==> src/rtl/rstseq_pkg.sv <==
package rstseq_pkg;

    typedef enum logic [2:0] {
        ST_IDLE      = 3'd0,
        ST_COUNT     = 3'd1,
        ST_LONG_WAIT = 3'd2,
        ST_EXT_HOLD  = 3'd3,
        ST_ASYNC     = 3'd4
    } seq_state_e;

    typedef enum logic [1:0] {
        KIND_NONE  = 2'd0,
        KIND_SHORT = 2'd1,
        KIND_LONG  = 2'd2,
        KIND_ASYNC = 2'd3
    } rst_kind_e;

endpackage

==> src/rtl/rstseq_sync.sv <==
module rstseq_sync #(
    parameter int STAGES = 2
) (
    input  logic clk,
    input  logic por_n,
    input  logic d_n,
    output logic q_n
);

    logic [STAGES-1:0] chain;

    generate
        for (genvar i = 0; i < STAGES; i++) begin : g_stage
            if (i == 0) begin : g_first
                always_ff @(posedge clk or negedge por_n) begin
                    if (!por_n) chain[i] <= 1'b1;
                    else        chain[i] <= d_n;
                end
            end else begin : g_next
                always_ff @(posedge clk or negedge por_n) begin
                    if (!por_n) chain[i] <= 1'b1;
                    else        chain[i] <= chain[i-1];
                end
            end
        end
    endgenerate

    assign q_n = chain[STAGES-1];

endmodule

==> src/rtl/rstseq_filter.sv <==
module rstseq_filter #(
    parameter int FILT_LEN = 25
) (
    input  logic clk,
    input  logic por_n,
    input  logic in_n,
    output logic out_n
);

    localparam int FW = (FILT_LEN > 1) ? $clog2(FILT_LEN) : 1;
    localparam logic [FW-1:0] RUN_LAST = FW'(FILT_LEN - 1);

    logic [FW-1:0] run_cnt;

    // The output flips only after the input has disagreed with it
    // on FILT_LEN consecutive samples.
    always_ff @(posedge clk or negedge por_n) begin
        if (!por_n) begin
            out_n   <= 1'b1;
            run_cnt <= '0;
        end else if (in_n == out_n) begin
            run_cnt <= '0;
        end else if (run_cnt == RUN_LAST) begin
            out_n   <= in_n;
            run_cnt <= '0;
        end else begin
            run_cnt <= run_cnt + FW'(1);
        end
    end

endmodule

==> src/rtl/rstseq_fsm.sv <==
module rstseq_fsm
    import rstseq_pkg::*;
#(
    parameter int FILT_LEN = 25,
    parameter int SEQ_LEN  = 1024,
    parameter int EXT_HOLD = 8
) (
    input  logic       clk,
    input  logic       por_n,
    input  logic       pin_sync_n,
    input  logic       pin_filt_n,
    input  logic       async_req,
    input  logic       bd_set,
    output logic       int_rst,
    output logic       ext_rst_n,
    output logic       pin_pull,
    output logic       async_rst,
    output rst_kind_e  kind,
    output logic       bd_en
);

    localparam int CMAX = (SEQ_LEN > EXT_HOLD) ? SEQ_LEN : EXT_HOLD;
    localparam int CW   = (CMAX > 1) ? $clog2(CMAX) : 1;
    localparam logic [CW-1:0] SEQ_LAST  = CW'(SEQ_LEN - 1);
    localparam logic [CW-1:0] HOLD_LAST = CW'(EXT_HOLD - 1);
    // Own pull ends early enough to clear synchronizer and filter
    // before the sample point.
    localparam logic [CW-1:0] DRIVE_END = CW'(SEQ_LEN - FILT_LEN - 4);

    seq_state_e    st, nxt;
    logic [CW-1:0] cnt;
    logic          bd_active;
    logic          async_go;

    // State register
    always_ff @(posedge clk or negedge por_n) begin
        if (!por_n) st <= ST_IDLE;
        else        st <= nxt;
    end

    // Next-state logic
    always_comb begin
        nxt      = st;
        async_go = async_req && !pin_sync_n && (st != ST_ASYNC);
        unique case (st)
            ST_IDLE:      if (!pin_filt_n) nxt = ST_COUNT;
            ST_COUNT:     if (cnt == SEQ_LAST)
                              nxt = pin_filt_n ? ST_EXT_HOLD : ST_LONG_WAIT;
            ST_LONG_WAIT: if (pin_filt_n) nxt = ST_EXT_HOLD;
            ST_EXT_HOLD:  if (cnt == HOLD_LAST) nxt = ST_IDLE;
            ST_ASYNC:     if (pin_filt_n && !async_req) nxt = ST_EXT_HOLD;
            default:      nxt = ST_IDLE;
        endcase
        if (async_go) nxt = ST_ASYNC;
    end

    // Phase counter, kind latch and bidirectional bit
    always_ff @(posedge clk or negedge por_n) begin
        if (!por_n) begin
            cnt       <= '0;
            kind      <= KIND_NONE;
            bd_en     <= 1'b0;
            bd_active <= 1'b0;
        end else begin
            if (nxt != st)
                cnt <= '0;
            else if (st == ST_COUNT || st == ST_EXT_HOLD)
                cnt <= cnt + CW'(1);

            if (nxt == ST_ASYNC && st != ST_ASYNC)
                kind <= KIND_ASYNC;
            else if (st == ST_COUNT && nxt == ST_EXT_HOLD)
                kind <= KIND_SHORT;
            else if (st == ST_COUNT && nxt == ST_LONG_WAIT)
                kind <= KIND_LONG;

            if (st == ST_IDLE && nxt == ST_COUNT) begin
                bd_active <= bd_en;
                bd_en     <= 1'b0;
            end else if (nxt == ST_ASYNC) begin
                bd_active <= 1'b0;
                bd_en     <= 1'b0;
            end else begin
                if (st == ST_COUNT && nxt != ST_COUNT)
                    bd_active <= 1'b0;
                if (bd_set && st == ST_IDLE)
                    bd_en <= 1'b1;
            end
        end
    end

    // Outputs decoded from state
    always_comb begin
        int_rst   = 1'b0;
        ext_rst_n = 1'b0;
        pin_pull  = 1'b0;
        async_rst = 1'b0;
        unique case (st)
            ST_IDLE:      ext_rst_n = 1'b1;
            ST_COUNT: begin
                int_rst  = 1'b1;
                pin_pull = bd_active && (cnt < DRIVE_END);
            end
            ST_LONG_WAIT: int_rst = 1'b1;
            ST_EXT_HOLD:  int_rst = 1'b0;
            ST_ASYNC: begin
                int_rst   = 1'b1;
                async_rst = 1'b1;
            end
            default:      ext_rst_n = 1'b1;
        endcase
    end

endmodule

==> src/rtl/hw_reset_seq.sv <==
module hw_reset_seq #(
    parameter int FILT_LEN = 25,
    parameter int SEQ_LEN  = 1024,
    parameter int EXT_HOLD = 8,
    parameter int SYNC_STG = 2
) (
    input  logic       clk,
    input  logic       por_n,
    input  logic       rst_pin_n,
    input  logic       async_req,
    input  logic       bd_set,
    output logic       int_rst,
    output logic       ext_rst_n,
    output logic       pin_pull,
    output logic       async_rst,
    output logic [1:0] rst_kind,
    output logic       bd_en
);

    logic                 pin_sync_n;
    logic                 pin_filt_n;
    rstseq_pkg::rst_kind_e kind;

    rstseq_sync #(.STAGES(SYNC_STG)) u_sync (
        .clk   (clk),
        .por_n (por_n),
        .d_n   (rst_pin_n),
        .q_n   (pin_sync_n)
    );

    rstseq_filter #(.FILT_LEN(FILT_LEN)) u_filt (
        .clk   (clk),
        .por_n (por_n),
        .in_n  (pin_sync_n),
        .out_n (pin_filt_n)
    );

    rstseq_fsm #(
        .FILT_LEN (FILT_LEN),
        .SEQ_LEN  (SEQ_LEN),
        .EXT_HOLD (EXT_HOLD)
    ) u_fsm (
        .clk        (clk),
        .por_n      (por_n),
        .pin_sync_n (pin_sync_n),
        .pin_filt_n (pin_filt_n),
        .async_req  (async_req),
        .bd_set     (bd_set),
        .int_rst    (int_rst),
        .ext_rst_n  (ext_rst_n),
        .pin_pull   (pin_pull),
        .async_rst  (async_rst),
        .kind       (kind),
        .bd_en      (bd_en)
    );

    assign rst_kind = kind;

endmodule

==> config.mk <==
export PLATFORM = sky130hd
export DESIGN_NAME = hw_reset_seq
export DESIGN_NICKNAME = d
export VERILOG_FILES = /design/src/rtl/rstseq_pkg.sv /design/src/rtl/rstseq_sync.sv /design/src/rtl/rstseq_filter.sv /design/src/rtl/rstseq_fsm.sv /design/src/rtl/hw_reset_seq.sv
export SDC_FILE = /design/constraint.sdc
export NUM_CORES = 1
export LEC_CHECK = 0
export BUFFER_PORTS_ARGS = -buffer_cell sky130_fd_sc_hd__buf_2
export CAP_MARGIN = 20
export CORE_MARGIN = 1
export CORE_UTILIZATION = 35
export CTS_CLUSTER_DIAMETER = 80
export DETAILED_ROUTE_END_ITERATION = 8
export GPL_ROUTABILITY_DRIVEN = 0
export GPL_TIMING_DRIVEN = 0
export SETUP_SLACK_MARGIN = 0.5
export SLEW_MARGIN = 10
export SYNTH_ARGS = -nofsm -noshare
export SYNTH_HDL_FRONTEND = slang
export SYNTH_SLANG_ARGS = --single-unit
==> constraint.sdc <==
create_clock -name clk -period 2.6 [get_ports clk]
set_input_delay 0.13 -clock clk [delete_from_list [all_inputs] [get_ports clk]]
set_output_delay 0.13 -clock clk [all_outputs]
set_load 0.005 [all_outputs]
==> results.cfg <==
[cts]
cts_buffers = 3
cts_sinks = 25
clockRootBuffer = clkbuf_8
htreeDepth = 1
clock_latency_ps = 270
clkTransAtPathRegs_ps = 90
cts_buffer_depth = 2
cts_tree = done

[global_routing]
grt_max_degree = 26
busiest_layer = met2
grt_util_all_layers = 0.167
grt_overflow_total = 0
antenna_found_initial = 0
grt_pass1_wl_um = 6490
grt_use_met3 = 0.0216
met1_usage = 0.248
grt_pass1_vias = 1338
grtUsageMet2 = 0.248

[final_layout]
stdcell_area_sq_um = 1860
layout_common_cells = 22 x dfrtp_1, 17 x buf_2, 17 x nor2_1, 16 x nand2_1
nFillCells = 437
final_common_cell = dfrtp_1
layout-drive-gt1-share = 0.239
diodes = 0
seq_area_sq_um = 629
final_nets = 206
syn_to_final_growth_pct = 15.3
multi_input_area_sq_um = 975

[floorplanning]
die_y_um = 70.0
fp.dieArea_sq_um = 4890
die_x_um = 70.0
num_io_pins = 12
core_sq_um = 4380
start_util = 0.369
rows = 24

[timing]
whs_ps = 152
slew_headroom = 0.633
finClkSkew_ps = 4.62
rsz0062_at_grt = no
tightest_slew_ps = 550
hold_viol = 0
post-route-period-util = 0.774
period_needed_ps = 2010
setup-tns-final_ps = 0
finalSetupViolations = 0
fmax_mhz = 497
drv_slew = 0

[yosys]
synthFlopType = dfrtp_1
ys_seq_elements = 25
synth_nets = 186
async_reset_ff_frac = 1.00
avgSynthCellArea_sq_um = 9.08
syn_area_sq_um = 1620
ys_seq_area_frac = 0.389
synth_edf_count = 0
syn_inst = 178
yosysWarnings = 0
synth_cell_types = 51

[critical_path]
endpoint_kind = flop
timing.rr.start = u_fsm.cnt[1]
ff2ff_path_depth = 6
crit_type = reg2reg
critPathLaunch = u_fsm.cnt[1]
cp.arrival_ps = 2210
endpoint = u_fsm.bd_active
cp-start-kind = flop
cp.required_ps = 2800
cp_max_fo = 8
r2r_slack_ps = 590
rr_endpoint = u_fsm.bd_active

[placed_design]
placement.cell_area_sq_um = 1740
place.port_buffers = 11
dp_hpwl_um = 2720

[routing]
first_pass_iters = 4
ant_nets = 0
wl_per_cell_um = 14.9
routed_wl_um = 3710
viasPerCell = 5.65
drc = 0
vias = 1407
drt_iter0_drc = 57

[min_path]
min_delay_path_depth = 3
hold_class = in2reg
min_from = bd_set

[outcome]
outcome = finished clean

[job]
maxCapViolCount = 0

[power_and_ir_drop]
ir_worst_vdd_mv = 0.328
p_leak_nw = 0.759
powerDensity_nw_per_um2 = 583
power_mw = 1.09
[worst max-delay path, stage by stage, from the launching register on]
cell and delay, ps:
dfrtp_1 420, ha_2 250, and4bb_2 270, nand3_1 140
a31o_2 310, or3_1 380, a31oi_1 160
[cells by family after synthesis]
logic type	after synthesis	share of synthesized area
AND/OR/NAND/NOR	86	0.300
buffers and inverters	13	0.0348
multiplexers	2	0.0132
XOR/XNOR	10	0.0542
adder cells (fa/ha/maj)	3	0.0232
flip-flops	25	0.389
AO/OA/AOI/OAI	39	0.185
[metal layers]
| metal | part of all wire | wire, um |
|---|---|---|
| met3 | 0.030 | 112 |
| met4 | 0.018 | 65 |
| met2 | 0.43 | 1600 |
| met1 | 0.52 | 1930 |
| met5 | 0 | 0 |
[worst min path at each step]
| stage | endpoint | slack [ps] |
|---|---|---|
| after floorplan | u_filt.run_cnt[0] | -170 |
| after global placement | u_fsm.cnt[7] | 160 |
| after detailed placement | u_fsm.cnt[7] | 160 |
| after CTS | u_fsm.bd_en | 140 |
| after global routing | u_fsm.bd_en | 150 |
| final | u_fsm.bd_en | 150 |
[state kept, by name, summed over array words and instances, names as in the netlist]
register         cells
u_fsm.cnt           10
u_fsm.st             3
u_fsm.bd_en          1
u_fsm.bd_active      1
u_filt.out_n         1
u_sync.chain         1
u_fsm.kind           2
u_filt.run_cnt       5
u_sync.q_n           1
[cell usage after synthesis (all sizes together), types with 6 or more instances]
cell type / n / area [sq um]
buf: 7 / 33.8
nand2: 17 / 63.8
nand3: 7 / 35.0
nand4: 8 / 56.3
nor2: 17 / 63.8
xnor2: 6 / 52.6
o21ai: 9 / 48.8
dfrtp: 22 / 551
nor3: 8 / 50.1
[what timing repair did]
| action | in CTS | in global routing |
|---|---|---|
| pin swaps | 0 | 1 |
| setup endpoints to repair | 2 | 7 |
| endpoints found under the hold margin | 23 | 0 |
| hold buffers | 2 | 0 |
| resized for setup | 1 | 7 |
| buffers inserted | 0 | 2 |
| cloned | 0 | 0 |
[metrics by stage]
| step | setup slack, ps | util | cells |
|---|---|---|---|
| after global routing | 502 | 0.425 | 249 |
| after CTS | 555 | 0.414 | 247 |
| final | 588 | 0.425 | 249 |
| after floorplan | 798 | - | 178 |
| after detailed placement | 487 | 0.396 | 241 |
| after global placement | 536 | 0.396 | 241 |
[where the power goes]
| part | leakage [nW] | total [mW] | switching [mW] | internal (mW) |
|---|---|---|---|---|
| clock | 0.0217 | 0.237 | 0.128 | 0.109 |
| sequential | 0.322 | 0.429 | 0.0150 | 0.414 |
| combinational | 0.415 | 0.421 | 0.276 | 0.145 |
[final cells by class]
cell class	instances	area share
timing repair buffer	15	0.0483
multi-input combinational	140	0.523
clock inverter	1	0.00403
clock buffer	3	0.0221
tap	52	0.0349
sequential	25	0.338
buffer	8	0.0201
inverter	5	0.0101
No activity file was read; power rests on OpenSTA's default activity.
